### config.mk
export PLATFORM = sky130hd
export DESIGN_NAME = irq_claim_regs
export DESIGN_NICKNAME = d
export VERILOG_FILES = /design/src/rtl/irqrf_pkg.sv /design/src/rtl/irqrf_decode.sv /design/src/rtl/irqrf_store.sv /design/src/rtl/irq_claim_regs.sv
export SDC_FILE = /design/constraint.sdc
export NUM_CORES = 1
export LEC_CHECK = 0
export BUFFER_PORTS_ARGS = -buffer_cell sky130_fd_sc_hd__buf_2
export CAP_MARGIN = 15
export CORE_UTILIZATION = 39
export DETAILED_ROUTE_END_ITERATION = 10
export GPL_ROUTABILITY_DRIVEN = 0
export SYNTH_ARGS = -nofsm -noshare
export SYNTH_HDL_FRONTEND = slang
export SYNTH_SLANG_ARGS = --single-unit
### constraint.sdc
create_clock -name clk -period 2.13 [get_ports clk]
set_input_delay 0.426 -clock clk [delete_from_list [all_inputs] [get_ports clk]]
set_output_delay 0.426 -clock clk [all_outputs]
set_load 0.005 [all_outputs]
### src/rtl/irqrf_pkg.sv
package irqrf_pkg;

  typedef enum logic [2:0] {
    RD_NONE,
    RD_PRIO,
    RD_PEND,
    RD_EN,
    RD_THRESH,
    RD_CLAIM
  } rdSel_e;

  // Strobes from the decoder to the storage
  typedef struct packed {
    logic        prioWe;
    logic        threshWe;
    logic        enWe;
    logic        claimRd;
    logic        completeWe;
    logic        rdEn;
    rdSel_e      rdSel;
    logic [15:0] unit;   // source or context index
    logic [15:0] word;   // word within a bit array
    logic [31:0] value;  // filtered write value
  } strobe_t;

endpackage

### src/rtl/irqrf_decode.sv
module irqrf_decode
  import irqrf_pkg::*;
#(
  parameter int ADDR_W     = 16,
  parameter int NUM_SRC    = 16,
  parameter int NUM_CTX    = 2,
  parameter int MAX_PRIO   = 7,
  parameter int PRIO_BASE  = 'h4,
  parameter int PEND_BASE  = 'h1000,
  parameter int EN_BASE    = 'h2000,
  parameter int EN_STRIDE  = 'h80,
  parameter int CTX_BASE   = 'h8000,
  parameter int CTX_STRIDE = 'h1000
) (
  input  logic              busSel,
  input  logic              busWr,
  input  logic [ADDR_W-1:0] busAddr,
  input  logic [31:0]       busWdata,
  output strobe_t           stb
);

  localparam int SRC_WORDS = (NUM_SRC + 31) / 32;
  localparam int PRIO_SPAN = (NUM_SRC - 1) * 4;
  localparam int PEND_SPAN = SRC_WORDS * 4;
  localparam int EN_SPAN   = NUM_CTX * EN_STRIDE;
  localparam int CTX_SPAN  = NUM_CTX * CTX_STRIDE;
  localparam int EN_SH     = $clog2(EN_STRIDE);
  localparam int CTX_SH    = $clog2(CTX_STRIDE);
  localparam bit LEVELS_POW2 = ((MAX_PRIO + 1) & MAX_PRIO) == 0;

  logic [31:0] addr, oPrio, oPend, oEn, oCtx, enWord, ctxSub;
  logic        hitPrio, hitPend, hitEn, hitCtx;
  logic        levelOk;
  logic [31:0] levelVal;
  logic        rdReq, wrReq;

  // Level filtering: wrap when the level count is a power of two, else reject
  generate
    if (LEVELS_POW2) begin : g_wrap
      assign levelVal = busWdata & 32'(MAX_PRIO);
      assign levelOk  = 1'b1;
    end else begin : g_reject
      assign levelVal = busWdata;
      assign levelOk  = busWdata <= 32'(MAX_PRIO);
    end
  endgenerate

  always_comb begin
    addr    = 32'(busAddr);
    oPrio   = addr - 32'(PRIO_BASE);
    oPend   = addr - 32'(PEND_BASE);
    oEn     = addr - 32'(EN_BASE);
    oCtx    = addr - 32'(CTX_BASE);
    hitPrio = (addr >= 32'(PRIO_BASE)) && (oPrio < 32'(PRIO_SPAN));
    hitPend = (addr >= 32'(PEND_BASE)) && (oPend < 32'(PEND_SPAN));
    hitEn   = (addr >= 32'(EN_BASE))   && (oEn   < 32'(EN_SPAN));
    hitCtx  = (addr >= 32'(CTX_BASE))  && (oCtx  < 32'(CTX_SPAN));
    enWord  = (oEn & 32'(EN_STRIDE - 1)) >> 2;
    ctxSub  = (oCtx & 32'(CTX_STRIDE - 1)) >> 2;
    rdReq   = busSel && !busWr;
    wrReq   = busSel && busWr;

    stb       = '0;
    stb.rdEn  = rdReq;
    stb.value = busWdata;

    if (hitPrio) begin
      stb.unit   = 16'((oPrio >> 2) + 32'd1);
      stb.rdSel  = RD_PRIO;
      stb.prioWe = wrReq && levelOk;
      stb.value  = levelVal;
    end else if (hitPend) begin
      stb.word  = 16'(oPend >> 2);
      stb.rdSel = RD_PEND;
    end else if (hitEn) begin
      if (enWord < 32'(SRC_WORDS)) begin
        stb.unit  = 16'(oEn >> EN_SH);
        stb.word  = 16'(enWord);
        stb.rdSel = RD_EN;
        stb.enWe  = wrReq;
      end
    end else if (hitCtx) begin
      stb.unit = 16'(oCtx >> CTX_SH);
      if (ctxSub == 32'd0) begin
        stb.rdSel    = RD_THRESH;
        stb.threshWe = wrReq && levelOk;
        stb.value    = levelVal;
      end else if (ctxSub == 32'd1) begin
        stb.rdSel      = RD_CLAIM;
        stb.claimRd    = rdReq;
        stb.completeWe = wrReq && (busWdata < 32'(NUM_SRC));
      end
    end
  end

endmodule

### src/rtl/irqrf_store.sv
module irqrf_store
  import irqrf_pkg::*;
#(
  parameter int NUM_SRC = 16,
  parameter int NUM_CTX = 2,
  parameter int PRIO_W  = 3,
  parameter int ID_W    = 4
) (
  input  logic                        clk,
  input  logic                        rstN,
  input  strobe_t                     stb,
  input  logic [NUM_SRC-1:1]          srcLevel,
  input  logic [NUM_CTX*ID_W-1:0]     winId,
  output logic [31:0]                 busRdata,
  output logic [NUM_SRC*PRIO_W-1:0]   srcPrio,
  output logic [NUM_CTX*PRIO_W-1:0]   ctxThresh,
  output logic [NUM_CTX*NUM_SRC-1:0]  ctxEnable,
  output logic [NUM_SRC-1:0]          pendingVec,
  output logic [NUM_SRC-1:0]          claimedVec
);

  logic [ID_W-1:0] curId;
  logic            claimHit;
  logic [31:0]     rdNext;

  // Winner of the addressed context
  always_comb begin
    curId = '0;
    for (int c = 0; c < NUM_CTX; c++) begin
      if (stb.unit == 16'(c)) curId = winId[c*ID_W +: ID_W];
    end
  end

  assign claimHit = stb.claimRd && (curId != '0);

  // Per-source state
  generate
    for (genvar i = 0; i < NUM_SRC; i++) begin : g_src
      if (i == 0) begin : g_null
        assign pendingVec[0]        = 1'b0;
        assign claimedVec[0]        = 1'b0;
        assign srcPrio[PRIO_W-1:0]  = '0;
      end else begin : g_live
        logic              lvlQ, pendQ, clmQ;
        logic [PRIO_W-1:0] prioQ;
        logic              claimMe;

        assign claimMe = claimHit && (curId == ID_W'(i));

        always_ff @(posedge clk or negedge rstN) begin
          if (!rstN) begin
            lvlQ  <= 1'b0;
            pendQ <= 1'b0;
            clmQ  <= 1'b0;
            prioQ <= '0;
          end else begin
            lvlQ <= srcLevel[i];
            // claim takes precedence over a level change
            if (claimMe)                    pendQ <= 1'b0;
            else if (srcLevel[i] != lvlQ)   pendQ <= srcLevel[i];
            if (claimMe)                    clmQ <= 1'b1;
            else if (stb.completeWe && stb.value == 32'(i)) clmQ <= 1'b0;
            if (stb.prioWe && stb.unit == 16'(i)) prioQ <= stb.value[PRIO_W-1:0];
          end
        end

        assign pendingVec[i]                 = pendQ;
        assign claimedVec[i]                 = clmQ;
        assign srcPrio[i*PRIO_W +: PRIO_W]   = prioQ;
      end
    end
  endgenerate

  // Per-context state
  generate
    for (genvar c = 0; c < NUM_CTX; c++) begin : g_ctx
      logic [PRIO_W-1:0]  thrQ;
      logic [NUM_SRC-1:0] enQ;

      always_ff @(posedge clk or negedge rstN) begin
        if (!rstN) begin
          thrQ <= '0;
          enQ  <= '0;
        end else begin
          if (stb.threshWe && stb.unit == 16'(c)) thrQ <= stb.value[PRIO_W-1:0];
          if (stb.enWe && stb.unit == 16'(c)) begin
            for (int j = 0; j < NUM_SRC; j++) begin
              if (stb.word == 16'(j / 32)) enQ[j] <= stb.value[j % 32];
            end
          end
        end
      end

      assign ctxThresh[c*PRIO_W +: PRIO_W]   = thrQ;
      assign ctxEnable[c*NUM_SRC +: NUM_SRC] = enQ;
    end
  endgenerate

  // Read multiplexer
  always_comb begin
    rdNext = '0;
    case (stb.rdSel)
      RD_PRIO: begin
        for (int s = 1; s < NUM_SRC; s++) begin
          if (stb.unit == 16'(s)) rdNext = 32'(srcPrio[s*PRIO_W +: PRIO_W]);
        end
      end
      RD_PEND: begin
        for (int j = 0; j < NUM_SRC; j++) begin
          if (stb.word == 16'(j / 32)) rdNext[j % 32] = pendingVec[j];
        end
      end
      RD_EN: begin
        for (int c = 0; c < NUM_CTX; c++) begin
          for (int j = 0; j < NUM_SRC; j++) begin
            if (stb.unit == 16'(c) && stb.word == 16'(j / 32))
              rdNext[j % 32] = ctxEnable[c*NUM_SRC + j];
          end
        end
      end
      RD_THRESH: begin
        for (int c = 0; c < NUM_CTX; c++) begin
          if (stb.unit == 16'(c)) rdNext = 32'(ctxThresh[c*PRIO_W +: PRIO_W]);
        end
      end
      RD_CLAIM: rdNext = 32'(curId);
      default:  rdNext = '0;
    endcase
  end

  always_ff @(posedge clk or negedge rstN) begin
    if (!rstN)         busRdata <= '0;
    else if (stb.rdEn) busRdata <= rdNext;
    else               busRdata <= '0;
  end

endmodule

### src/rtl/irq_claim_regs.sv
module irq_claim_regs
  import irqrf_pkg::*;
#(
  parameter int ADDR_W     = 16,
  parameter int NUM_SRC    = 16,
  parameter int NUM_CTX    = 2,
  parameter int MAX_PRIO   = 7,
  parameter int PRIO_BASE  = 'h4,
  parameter int PEND_BASE  = 'h1000,
  parameter int EN_BASE    = 'h2000,
  parameter int EN_STRIDE  = 'h80,
  parameter int CTX_BASE   = 'h8000,
  parameter int CTX_STRIDE = 'h1000,
  localparam int ID_W      = $clog2(NUM_SRC),
  localparam int PRIO_W    = $clog2(MAX_PRIO + 1)
) (
  input  logic                        clk,
  input  logic                        rstN,
  input  logic                        busSel,
  input  logic                        busWr,
  input  logic [ADDR_W-1:0]           busAddr,
  input  logic [31:0]                 busWdata,
  output logic [31:0]                 busRdata,
  input  logic [NUM_SRC-1:1]          srcLevel,
  input  logic [NUM_CTX*ID_W-1:0]     winId,
  output logic [NUM_SRC*PRIO_W-1:0]   srcPrio,
  output logic [NUM_CTX*PRIO_W-1:0]   ctxThresh,
  output logic [NUM_CTX*NUM_SRC-1:0]  ctxEnable,
  output logic [NUM_SRC-1:0]          pendingVec,
  output logic [NUM_SRC-1:0]          claimedVec
);

  strobe_t stb;

  irqrf_decode #(
    .ADDR_W(ADDR_W), .NUM_SRC(NUM_SRC), .NUM_CTX(NUM_CTX), .MAX_PRIO(MAX_PRIO),
    .PRIO_BASE(PRIO_BASE), .PEND_BASE(PEND_BASE), .EN_BASE(EN_BASE),
    .EN_STRIDE(EN_STRIDE), .CTX_BASE(CTX_BASE), .CTX_STRIDE(CTX_STRIDE)
  ) u_decode (
    .busSel(busSel), .busWr(busWr), .busAddr(busAddr), .busWdata(busWdata),
    .stb(stb)
  );

  irqrf_store #(
    .NUM_SRC(NUM_SRC), .NUM_CTX(NUM_CTX), .PRIO_W(PRIO_W), .ID_W(ID_W)
  ) u_store (
    .clk(clk), .rstN(rstN), .stb(stb), .srcLevel(srcLevel), .winId(winId),
    .busRdata(busRdata), .srcPrio(srcPrio), .ctxThresh(ctxThresh),
    .ctxEnable(ctxEnable), .pendingVec(pendingVec), .claimedVec(claimedVec)
  );

endmodule

Yosys cells after proc, flatten, opt, wreduce, memory -nomap -nowiden. Index checks and enable logic that the tools add are counted. Widths: inputs -> output; s select.

Flip-flop bits (word level): 160. Output and inout bits: 150.

$add $sub $neg: 5. Magnitude comparators: 10. Equal/unequal tests: 66. Mux-type cells: 157. Reductions and logical operators: 96.

Operator list (number): $eq 32x4->1 const B (8); $mux 32 (7); $eq 16x4->1 const B (8); $eq 32x3->1 const B (4); $mux 1 (113); $pmux 16 s5 (1); $eq 16x3->1 const B (4); $eq 32x2->1 const B (2); $mux 16 (4); $reduce_bool 2->1 (30); $logic_and 1x1->1 (59); $mux 19 (3); $mux 3 (19); $mux 34 (1); $eq 16x2->1 const B (2); $eq 32x1->1 const B (1); $eq 4x4->1 const B (8); $logic_not 16->1 (2); $logic_not 32->1 (1); $lt 32x14->1 const B (1); $lt 32x3->1 const B (1); $lt 32x5->1 const B (1); $lt 32x6->1 const B (1); $lt 32x9->1 const B (1); other kinds (25) (52).

Depth between registers and ports, before layout. Gate-level depths: netlist of run 1.

Depth in word-level cells: 26. Mapped depth: 19.

By module. A second synthesis of run 1 with hierarchy kept.

Cell total of the unflattened synthesis: 838. Area total of the unflattened synthesis: 8693.3 µm².

By module, submodules not included: irqrf_store (times used 1, cells an instance 628, area an instance 7145.6 µm²); irqrf_decode (times used 1, cells an instance 210, area an instance 1547.7 µm²).

Worst setup path before layout of run 1. No wires, ideal clock.

Path type: in2reg. Start: input port busAddr[3]. End: register u_store.g_src[14].g_live.pendQ. Setup time: 0.119 ns. Arrival time: 4.090 ns. Required time: 2.011 ns. Slack: -2.079 ns. Stages on the path: 16. Path through: or4_1 clkbuf_1 nor2_1 ha_1 nor2_1 o221ai_1 a2111o_1 nor3_1 and3_1 buf_2 mux2i_1 and2_4 buf_6 nand2_1 a2111o_1 o21a_1.

Word-level cells in the longest chain between the ends: 14. Elaborated cells on any way between the ends: 41.

Ends and longest elaborated chain: start: declaration (line irq_claim_regs.sv:21) `input logic [ADDR_W-1:0] busAddr,`; $sub 16x16->17 (line irqrf_decode.sv:53) `oCtx = addr - 32'(CTX_BASE);`; $lt 32x14->1 (line irqrf_decode.sv:57) `hitCtx = (addr >= 32'(CTX_BASE)) && (oCtx < 32'(CTX_SPAN));`; $logic_and 1x1->1 (line irqrf_decode.sv:57); $mux 19 (line irqrf_decode.sv:82) `end else if (hitCtx) begin`; $mux 19 (line irqrf_decode.sv:75) `end else if (hitEn) begin`; $mux 16 (line irqrf_decode.sv:72) `end else if (hitPend) begin`; $mux 19 (line irqrf_decode.sv:67) `if (hitPrio) begin`; $logic_not 16->1 (line irqrf_store.sv:30) `if (stb.unit == 16'(c)) curId = winId[c*ID_W +: ID_W];`; $mux 4 (2 in a row) (line irqrf_store.sv:30); $reduce_bool 4->1 (line irqrf_store.sv:34) `assign claimHit = stb.claimRd && (curId != '0);`; $logic_and 1x1->1 (line irqrf_store.sv:34); $logic_and 1x1->1 * (line irqrf_store.sv:48) `assign claimMe = claimHit && (curId == ID_W'(i));`; $mux 1 / $reduce_bool 2->1 (equally long branches); end signal: assignment (line irqrf_store.sv:60) `else if (srcLevel[i] != lvlQ) pendQ <= srcLevel[i];`; end: declaration (line irqrf_store.sv:44) `logic lvlQ, pendQ, clmQ;`.

Every way passes the cells marked *; elsewhere a longest branch is shown, timed or not. A chain may end at the register's enable or synchronous reset.

Worst setup path in the final report of run 1.
Start: input port busAddr[3]. End: register u_store.g_ctx[0].enQ[13].

Word-level cells in the longest chain between the ends: 10. Elaborated cells on any way between the ends: 40.

Ends and longest elaborated chain: $sub 16x16->17 (line irqrf_decode.sv:53); $lt 32x14->1 (line irqrf_decode.sv:57); $logic_and 1x1->1 (line irqrf_decode.sv:57); $mux 19 (line irqrf_decode.sv:82); $mux 19 (line irqrf_decode.sv:75); $mux 16 (line irqrf_decode.sv:72); $mux 19 (line irqrf_decode.sv:67); $logic_not 16->1 (line irqrf_store.sv:86) `if (stb.enWe && stb.unit == 16'(c)) begin`; $logic_and 1x1->1 (line irqrf_store.sv:86); $reduce_and 2->1 (no source line); end signal: indexed assignment (line irqrf_store.sv:88) `if (stb.word == 16'(j / 32)) enQ[j] <= stb.value[j % 32];`; end: declaration (line irqrf_store.sv:78) `logic [NUM_SRC-1:0] enQ;`.

Parallel ways exist; a longest one is shown, timed or not.

==> results.rst, run 1 <==
.. list-table::
   :header-rows: 1

   * - Metric
     - Value
   * - Time the worst path needs with I/O delays and setup
     - roughly 3600 ps
   * - Synthesis-stage register bit count
     - 144
   * - Placeable core region
     - 20400 um^2
   * - Most common cell after layout, fill and taps aside
     - sky130_fd_sc_hd__buf_2
   * - Count of flip-flops with a built-in enable after synthesis
     - 0
   * - First-iteration detailed-routing DRC count
     - 515
   * - IR Drop Worst-Case VDD
     - 0.570 mV
   * - DR WL/cell
     - 19.9 um
   * - Power density cells
     - 533 nW/um^2
   * - Count of synthesis-stage warnings from yosys
     - 0
   * - Number of placement rows
     - 52
   * - Number of sinks handled by clock tree synthesis
     - 144
   * - Reg-to-reg slack, setup
     - 280 ps
   * - Proportion of register bits with asynchronous set or reset after synthesis
     - 100%
   * - Most frequent cells in the layout
     - sky130_fd_sc_hd__buf_2 (199), sky130_fd_sc_hd__buf_4 (158), sky130_fd_sc_hd__dfrtp_1 (144)
   * - First-pass GRT wire length
     - about 44000 um
   * - Sort of element at the start of the critical path
     - input pin
   * - Max Buffers Root-to-Sink
     - 2
   * - Clock transition at the registers of the reported paths
     - 70 ps
   * - Share of the clock period used by the worst path
     - 171%
   * - Post-layout net count
     - around 1300
   * - Vias per cell
     - 5.48
   * - CTS tree
     - done
   * - Boundary Pins
     - 225
   * - Share of synthesized area occupied by flip-flops and latches
     - between 40% and 50%
   * - Max Clock Freq
     - 275 MHz
   * - DIE AREA
     - 21400 um^2
   * - Gate count after technology mapping
     - 835
   * - Port Buf Inserts
     - just over 200
   * - Post-DP HPWL
     - 20800 um
   * - Maximum fanout count along the critical path
     - 7
   * - Number of global-route vias before repair
     - 7980
   * - Final Hold Fails
     - 0
   * - Worst reg2reg path startpoint
     - u_store.g_src[1].g_live.prioQ[1]
   * - DRC Markers
     - 0
   * - Antenna Violating Nets Remaining
     - 0
   * - Leakage power
     - 6.16 nW
   * - Final wirelength
     - between 20000 and 30000 um
   * - # fillers
     - 1689
   * - Final setup fails
     - between 100 and 150
   * - Die H
     - 146 um
   * - Final cell count without fillers
     - roughly 1500
   * - Worst slew margin relative to its limit
     - approximately 61%
   * - Hold slack
     - 115 ps
   * - # placed instances
     - roughly 1400
   * - Max-slew violations
     - 0
   * - Syn_area_per_cell
     - 9.74 um^2
   * - CTS H-Tree Depth
     - 4
   * - Pwr Total
     - between 6 and 7 mW
   * - Slew of the pin with the lowest slew margin
     - 581 ps
   * - Type of the most critical hold path
     - in -> reg
   * - Start-to-end type of the worst setup path
     - in -> reg
   * - Total CTS buffers
     - 17
   * - Area growth syn-to-layout
     - 54.0%
   * - Predominant post-synthesis flop cell
     - sky130_fd_sc_hd__dfrtp_1
   * - Initial antenna violation count
     - 4
   * - Kind of end point of the critical path
     - flop
   * - Violated checks
     - setup timing
   * - Reg-to-Reg End
     - u_store.busRdata[1]
   * - Required time at the worst-slack endpoint
     - 2450 ps
   * - Number of optimization iterations in the first detailed-route pass
     - 5
   * - Critical Path Source
     - busAddr[3]
   * - Count of different cell masters after synthesis
     - 76
   * - Starting Density
     - 39.9%
   * - Worst endpoint data arrival time
     - a little under 4000 ps
   * - Clock root buffer
     - sky130_fd_sc_hd__clkbuf_16
   * - Length in cells of the worst reg-to-reg path
     - 6
   * - Worst setup path endpoint
     - u_store.g_ctx[0].enQ[13]
   * - Worst clock skew
     - between 10 and 15 ps
   * - Largest net degree at the start of global routing
     - 56
   * - Overall via count from detail_route
     - 8177
   * - Worst Setup Slack, final
     - -1510 ps
   * - Area of the mapped netlist
     - 8140 um^2
   * - RSZ-0062 raised after global routing
     - yes
   * - Aggregate global routing overflow
     - 0
   * - Max_cap viols
     - 0
   * - Result of the run
     - complete, but fails checks
   * - Layout cells sized above 1
     - 54.0%
   * - Total GRT Usage
     - between 20 and 30%
   * - Horizontal die dimension
     - 146 um
   * - Later-pin clock latency in the skew report
     - 440 ps
==> worst max-delay path: stages <==
cell,delay [ps]
sky130_fd_sc_hd__buf_6,90
sky130_fd_sc_hd__or4_4,530
sky130_fd_sc_hd__nor2_2,90
sky130_fd_sc_hd__ha_1,220
sky130_fd_sc_hd__nor2_1,120
sky130_fd_sc_hd__o221ai_2,110
sky130_fd_sc_hd__a2111o_1,340
sky130_fd_sc_hd__nor3_4,180
sky130_fd_sc_hd__buf_4,150
sky130_fd_sc_hd__buf_6,90
sky130_fd_sc_hd__nand3_4,120
sky130_fd_sc_hd__buf_6,160
sky130_fd_sc_hd__mux2i_2,240
sky130_fd_sc_hd__and2_4,230
sky130_fd_sc_hd__o21a_4,150
sky130_fd_sc_hd__nand4_1,200
sky130_fd_sc_hd__buf_4,220
sky130_fd_sc_hd__clkbuf_16,170
sky130_fd_sc_hd__nand2_2,50
sky130_fd_sc_hd__o21ai_1,60
==> state kept, by name, summed over array words and instances (netlist names) <==
name / cells
u_store.g_src.g_live.prioQ: 45
u_store.g_ctx.enQ: 32
u_store.busRdata: 16
u_store.g_src.g_live.clmQ: 15
u_store.g_src.g_live.lvlQ: 15
u_store.g_src.g_live.pendQ: 15
u_store.g_ctx.thrQ: 6
==> cell usage after synthesis (all sizes together), types with 3 or more instances <==
cell / number / area share, %
a2111oi: 4 / 0.66
a21boi: 3 / 0.28
a21o: 8 / 0.74
a21oi: 21 / 1.3
a22o: 18 / 1.9
a22oi: 19 / 1.8
a31o: 3 / 0.32
a31oi: 5 / 0.38
a32oi: 4 / 0.43
and2: 5 / 0.42
and3: 5 / 0.38
buf: 67 / 5.9
clkbuf: 22 / 1.0
dfrtp: 144 / 44
ha: 14 / 2.2
inv: 26 / 1.2
maj3: 14 / 1.7
mux2: 57 / 7.9
mux2i: 7 / 0.91
nand2: 78 / 3.6
nand2b: 9 / 0.69
nand3: 23 / 1.4
nand3b: 3 / 0.43
nand4: 7 / 0.54
nor2: 63 / 3.1
nor3: 20 / 1.4
nor4: 15 / 1.2
o21a: 18 / 1.7
o21ai: 81 / 5.1
o221ai: 4 / 0.43
o22ai: 6 / 0.46
o31ai: 4 / 0.43
o41ai: 3 / 0.32
or2: 4 / 0.31
or3: 9 / 0.69
or4: 6 / 0.55
xnor2: 3 / 0.32
==> logic make-up after synthesis <==
logic type,after synthesis,synth area share [%]
flip-flops,144,44.3
multiplexers,64,8.80
buffers and inverters,115,8.09
XOR/XNOR,4,0.431
AND/OR/NAND/NOR,256,15.6
adder cells (fa/ha/maj),28,3.88
AO/OA/AOI/OAI,223,18.9
other,1,0.0461
==> routing by layer <==
layer,part of all wire (%),track usage [%],vias to the layer above
met1,42,35.9,4008
met2,47,42.5,351
met5,0,0,-
li1,-,-,3745
met4,3.4,10.9,0
met3,7.0,6.22,73
==> cell type report <==
class / count / area [um^2] / share of cell area (%)
repair buffers: 418 / 3020 / 24.1
well taps: 270 / 338 / 2.70
clock buffers: 17 / 425 / 3.39
flip-flops and latches: 144 / 3600 / 28.8
multi-input cells: 597 / 4870 / 38.9
diodes: 4 / 10.0 / 0.0799
clock inverters: 15 / 165 / 1.32
inverters: 26 / 97.6 / 0.779
==> per-stage QoR <==
step	TNS [ps]	utilization, %	setup WS [ps]	area [um^2]
floorplan	-187860	-	-1670	8470
global placement	-221400	51.4	-1980	10500
detailed placement	-226360	51.4	-1970	10500
CTS	-152760	58.7	-1350	12000
global route	-184860	61.5	-1630	12500
finish	-171000	61.5	-1510	12500
==> power breakdown <==
group	internal, mW	switching (mW)
Combinational	0.376	0.447
Clock	1.67	1.36
Sequential	2.78	0.0509
==> how the worst min path moves through the flow <==
stage                      startpoint                          endpoint  slack, ps  cells after the start
final                     srcLevel[5]      u_store.g_src[5].g_live.lvlQ        110                      1
after CTS                 srcLevel[8]      u_store.g_src[8].g_live.lvlQ        100                      1
after global routing      srcLevel[8]      u_store.g_src[8].g_live.lvlQ         90                      1
after global placement           rstN  u_store.g_src[5].g_live.prioQ[1]        430                      1
after floorplan                  rstN               u_store.busRdata[0]        130                      0
after detailed placement         rstN  u_store.g_src[5].g_live.prioQ[1]        430                      1
==> timing repair <==
action	in CTS	in global routing
cloned	4	4
endpoints found under the setup margin	129	129
endpoints found under the hold margin	52	0
hold buffers	1	0
buffers inserted	34	17
pin swaps	71	48
resized for setup	142	99
Note: power is estimated with default switching activity, not from simulation.
==> inputs of run 2 (changes only) <==
--- a/config.mk
+++ b/config.mk
@@ -10,6 +10,7 @@
 export CORE_UTILIZATION = 39
 export DETAILED_ROUTE_END_ITERATION = 10
 export GPL_ROUTABILITY_DRIVEN = 0
+export REMOVE_ABC_BUFFERS = 1
 export SYNTH_ARGS = -nofsm -noshare
 export SYNTH_HDL_FRONTEND = slang
 export SYNTH_SLANG_ARGS = --single-unit
==> run 2 against run 1 <==
Effect of this change:
- the flow still finishes with violations (setup timing)
- sequential share of layout area rose by 1.1 points
- via count is 1.1% lower
- global-route usage shrank 0.96 points
- cell area fell by 3.8%
- clock power rose by 5%
- critical endpoint is now u_store.g_src[13].g_live.pendQ
==> results.rst, run 2 (same netlist as run 1, synthesis figures left out) <==
.. list-table::
   :header-rows: 1

   * - Metric
     - Value
   * - Result of the run
     - complete, but fails checks
   * - Violated checks
     - setup timing
   * - Buffering stage count on the worst path with inverters included
     - 2 (-4)
   * - Kind of end point of the critical path
     - flop
   * - Number of flip-flops under the largest register name
     - 45 (unchanged)
   * - Max Clock Freq
     - 284 MHz (+3.3%)
   * - Slew of the pin with the lowest slew margin
     - 651 ps (+69.9 ps)
   * - Crit path cell chain
     - buf_6, or4_4, nor2_4, ha_4, nor2_4, o221ai_2, a2111o_1, nor3_2, buf_4, nand3_4, mux2_4, nor3_4, o21ai_1, a2111o_1, o21a_1
   * - Aggregate global routing overflow
     - 0 (unchanged)
   * - Crit path largest cell delay
     - 540 ps (about the same)
   * - DRC Markers
     - 0 (unchanged)
   * - Area growth syn-to-layout
     - 48.3%
   * - Largest reg by FF count
     - u_store.g_src.g_live.prioQ
   * - CTS tree
     - done
   * - Clock transition at the registers of the reported paths
     - 70 ps (about the same)
   * - Largest registers in the final layout
     - u_store.g_src.g_live.prioQ (45), u_store.g_ctx.enQ (32), u_store.busRdata (16)
   * - IR Drop Worst-Case VDD
     - 0.528 mV (-7.4%)
   * - RSZ-0062 raised after global routing
     - yes
   * - Reg-to-reg slack, setup
     - 510 ps (+230 ps)
   * - Leakage power
     - 5.98 nW (-2.8%)
   * - Clock root buffer
     - sky130_fd_sc_hd__clkbuf_16
   * - Starting Density
     - 39.9% (unchanged)
   * - DR WL/cell
     - 19.2 um (-4.0%)
   * - First-iteration detailed-routing DRC count
     - 571 (+11%)
   * - Number of sinks handled by clock tree synthesis
     - 144 (unchanged)
   * - Slowest stage cell, crit path
     - sky130_fd_sc_hd__or4_4
   * - Die H
     - 146 um (unchanged)
   * - Critical Path Source
     - busAddr[4]
   * - Later-pin clock latency in the skew report
     - 440 ps (about the same)
   * - Final Hold Fails
     - 0 (unchanged)
   * - Placeable core region
     - 20400 um^2 (unchanged)
   * - Power density cells
     - 562 nW/um^2 (+5.6%)
   * - Setup total negative slack
     - -153760 ps (+17240 ps)
   * - Boundary Pins
     - 225 (unchanged)
   * - Worst reg2reg path startpoint
     - u_store.g_src[3].g_live.prioQ[1]
   * - Layout cells sized above 1
     - 52.1% (-1.8 points)
   * - Max-slew violations
     - 0 (unchanged)
   * - Worst-case setup slack after placement
     - -2120 ps (-154 ps)
   * - Horizontal die dimension
     - 146 um (unchanged)
   * - HP Start
     - srcLevel[4]
   * - Most frequent cells in the layout
     - sky130_fd_sc_hd__buf_2 (200), sky130_fd_sc_hd__buf_4 (185), sky130_fd_sc_hd__dfrtp_1 (144)
   * - Start-to-end type of the worst setup path
     - in -> reg
   * - Number of optimization iterations in the first detailed-route pass
     - 5 (unchanged)
   * - Time the worst path needs with I/O delays and setup
     - 3520 ps (-118 ps)
   * - Worst Setup Slack, final
     - -1390 ps (+118 ps)
   * - First-pass GRT wire length
     - 42800 um (-3.3%)
   * - Maximum fanout count along the critical path
     - 8 (+1)
   * - Final setup fails
     - 129 (unchanged)
   * - Worst endpoint data arrival time
     - 3830 ps (-120 ps)
   * - Largest net degree at the start of global routing
     - 62 (+11%)
   * - Final wirelength
     - 28500 um (-4.2%)
   * - Vias per cell
     - 5.44 (-0.81%)
   * - Post-DP HPWL
     - 21100 um (+1.5%)
   * - CTS H-Tree Depth
     - 4 (unchanged)
   * - Max_cap viols
     - 0 (unchanged)
   * - Critical path's top delay family
     - simple AND/OR/NAND/NOR gates
   * - Total CTS buffers
     - 17 (unchanged)
   * - Share of the clock period used by the worst path
     - 165% (-5.5 points)
   * - Total GRT Usage
     - 26.0% (-0.96 points)
   * - Number of global-route vias before repair
     - 7726 (-3.2%)
   * - Antenna Violating Nets Remaining
     - 0 (unchanged)
   * - Sort of element at the start of the critical path
     - input pin
   * - Worst clock skew
     - 10.4 ps (-2.87 ps)
   * - Number of placement rows
     - 52 (unchanged)
   * - Type of the most critical hold path
     - in -> reg
   * - Worst slew margin relative to its limit
     - 56.3% (-4.8 points)
   * - Post-layout net count
     - 1292 (-0.077%)
   * - Required time at the worst-slack endpoint
     - 2450 ps (about the same)
   * - Most common cell after layout, fill and taps aside
     - sky130_fd_sc_hd__buf_2
   * - DIE AREA
     - 21400 um^2 (unchanged)
   * - Overall via count from detail_route
     - 8089 (-1.1%)
   * - Port Buf Inserts
     - 203 (unchanged)
   * - Max Buffers Root-to-Sink
     - 2 (unchanged)
   * - Initial antenna violation count
     - 2 (-2)
==> run 2: cell count changes in the layout (fill, tap and decap cells not counted), moves of 7 or more <==
cell | previous run | this run
sky130_fd_sc_hd__buf_6 | 44 | 22
sky130_fd_sc_hd__mux2_4 | 26 | 9
sky130_fd_sc_hd__o21ai_2 | 23 | 16
sky130_fd_sc_hd__buf_4 | 158 | 185
sky130_fd_sc_hd__mux2_2 | 31 | 48
sky130_fd_sc_hd__nand2_2 | 13 | 30
sky130_fd_sc_hd__a22oi_2 | 9 | 2
sky130_fd_sc_hd__a22oi_1 | 10 | 17
sky130_fd_sc_hd__nand2_4 | 17 | 5
==> run 2: worst reg2reg max path: stages, from the launching register on <==
cell and delay [ps]:
sky130_fd_sc_hd__dfrtp_1 420, sky130_fd_sc_hd__nor2_1 120, sky130_fd_sc_hd__nor2_1 50, sky130_fd_sc_hd__o21ai_1 70, sky130_fd_sc_hd__a21oi_1 90, sky130_fd_sc_hd__a311oi_2 260
sky130_fd_sc_hd__o221ai_1 140, sky130_fd_sc_hd__a221o_1 360
==> run 2: worst paths after layout <==
kind                                                   to  cells after the start
max                        u_store.g_src[13].g_live.pendQ                     15
min                          u_store.g_src[4].g_live.lvlQ                      1
max reg2reg                           u_store.busRdata[1]                      7
min reg2reg                  u_store.g_src[2].g_live.clmQ                      2
max in group asynchronous   u_store.g_src[3].g_live.pendQ                      3
min in group asynchronous        u_store.g_ctx[1].enQ[11]                      2
==> run 2: what timing repair did <==
action	4_1_cts	5_1_grt
gates resized for setup	108	96
endpoints found under the hold margin	45	0
hold buffers	1	0
cloned	3	2
pin swaps	47	35
endpoints found under the setup margin	129	129
buffers inserted	14	5
==> run 2: area by class of cell <==
| type | count | area (um^2) |
|---|---|---|
| Multi-Input combinational cell | 596 | 4520 |
| Inverter | 26 | 97.6 |
| Tap cell | 270 | 338 |
| Sequential cell | 144 | 3600 |
| Antenna cell | 1 | 2.50 |
| Clock buffer | 17 | 425 |
| Timing Repair Buffer | 418 | 2870 |
| Clock inverter | 15 | 214 |
| Fill cell | 1744 | 8300 |
==> run 2: where the power goes <==
group,internal [mW],switching (mW)
registers,2.78,0.0436
clock network,1.81,1.37
logic,0.356,0.429
total,4.94,1.84
==> run 2: layer usage <==
| metal | routed length, um | vias to the layer above | GRT usage [%] |
|---|---|---|---|
| met1 | 12200 | 3937 | 35.0 |
| li1 | - | 3728 | - |
| met2 | 13400 | 364 | 40.8 |
| met4 | 794 | 0 | 9.27 |
| met3 | 2090 | 60 | 6.38 |
| met5 | 0 | - | 0 |
==> run 2: through the flow <==
step	std cells	util [%]	hold WS, ps	instance area, um^2	power, mW
after floorplan	766	-	130	7650	3.09
after global placement	1432	51.6	389	10500	3.57
after detailed placement	1432	51.6	393	10500	3.57
after CTS	1482	57.6	93.7	11700	6.78
after global routing	1486	59.2	87.4	12100	7.01
final	1487	59.2	107	12100	6.78
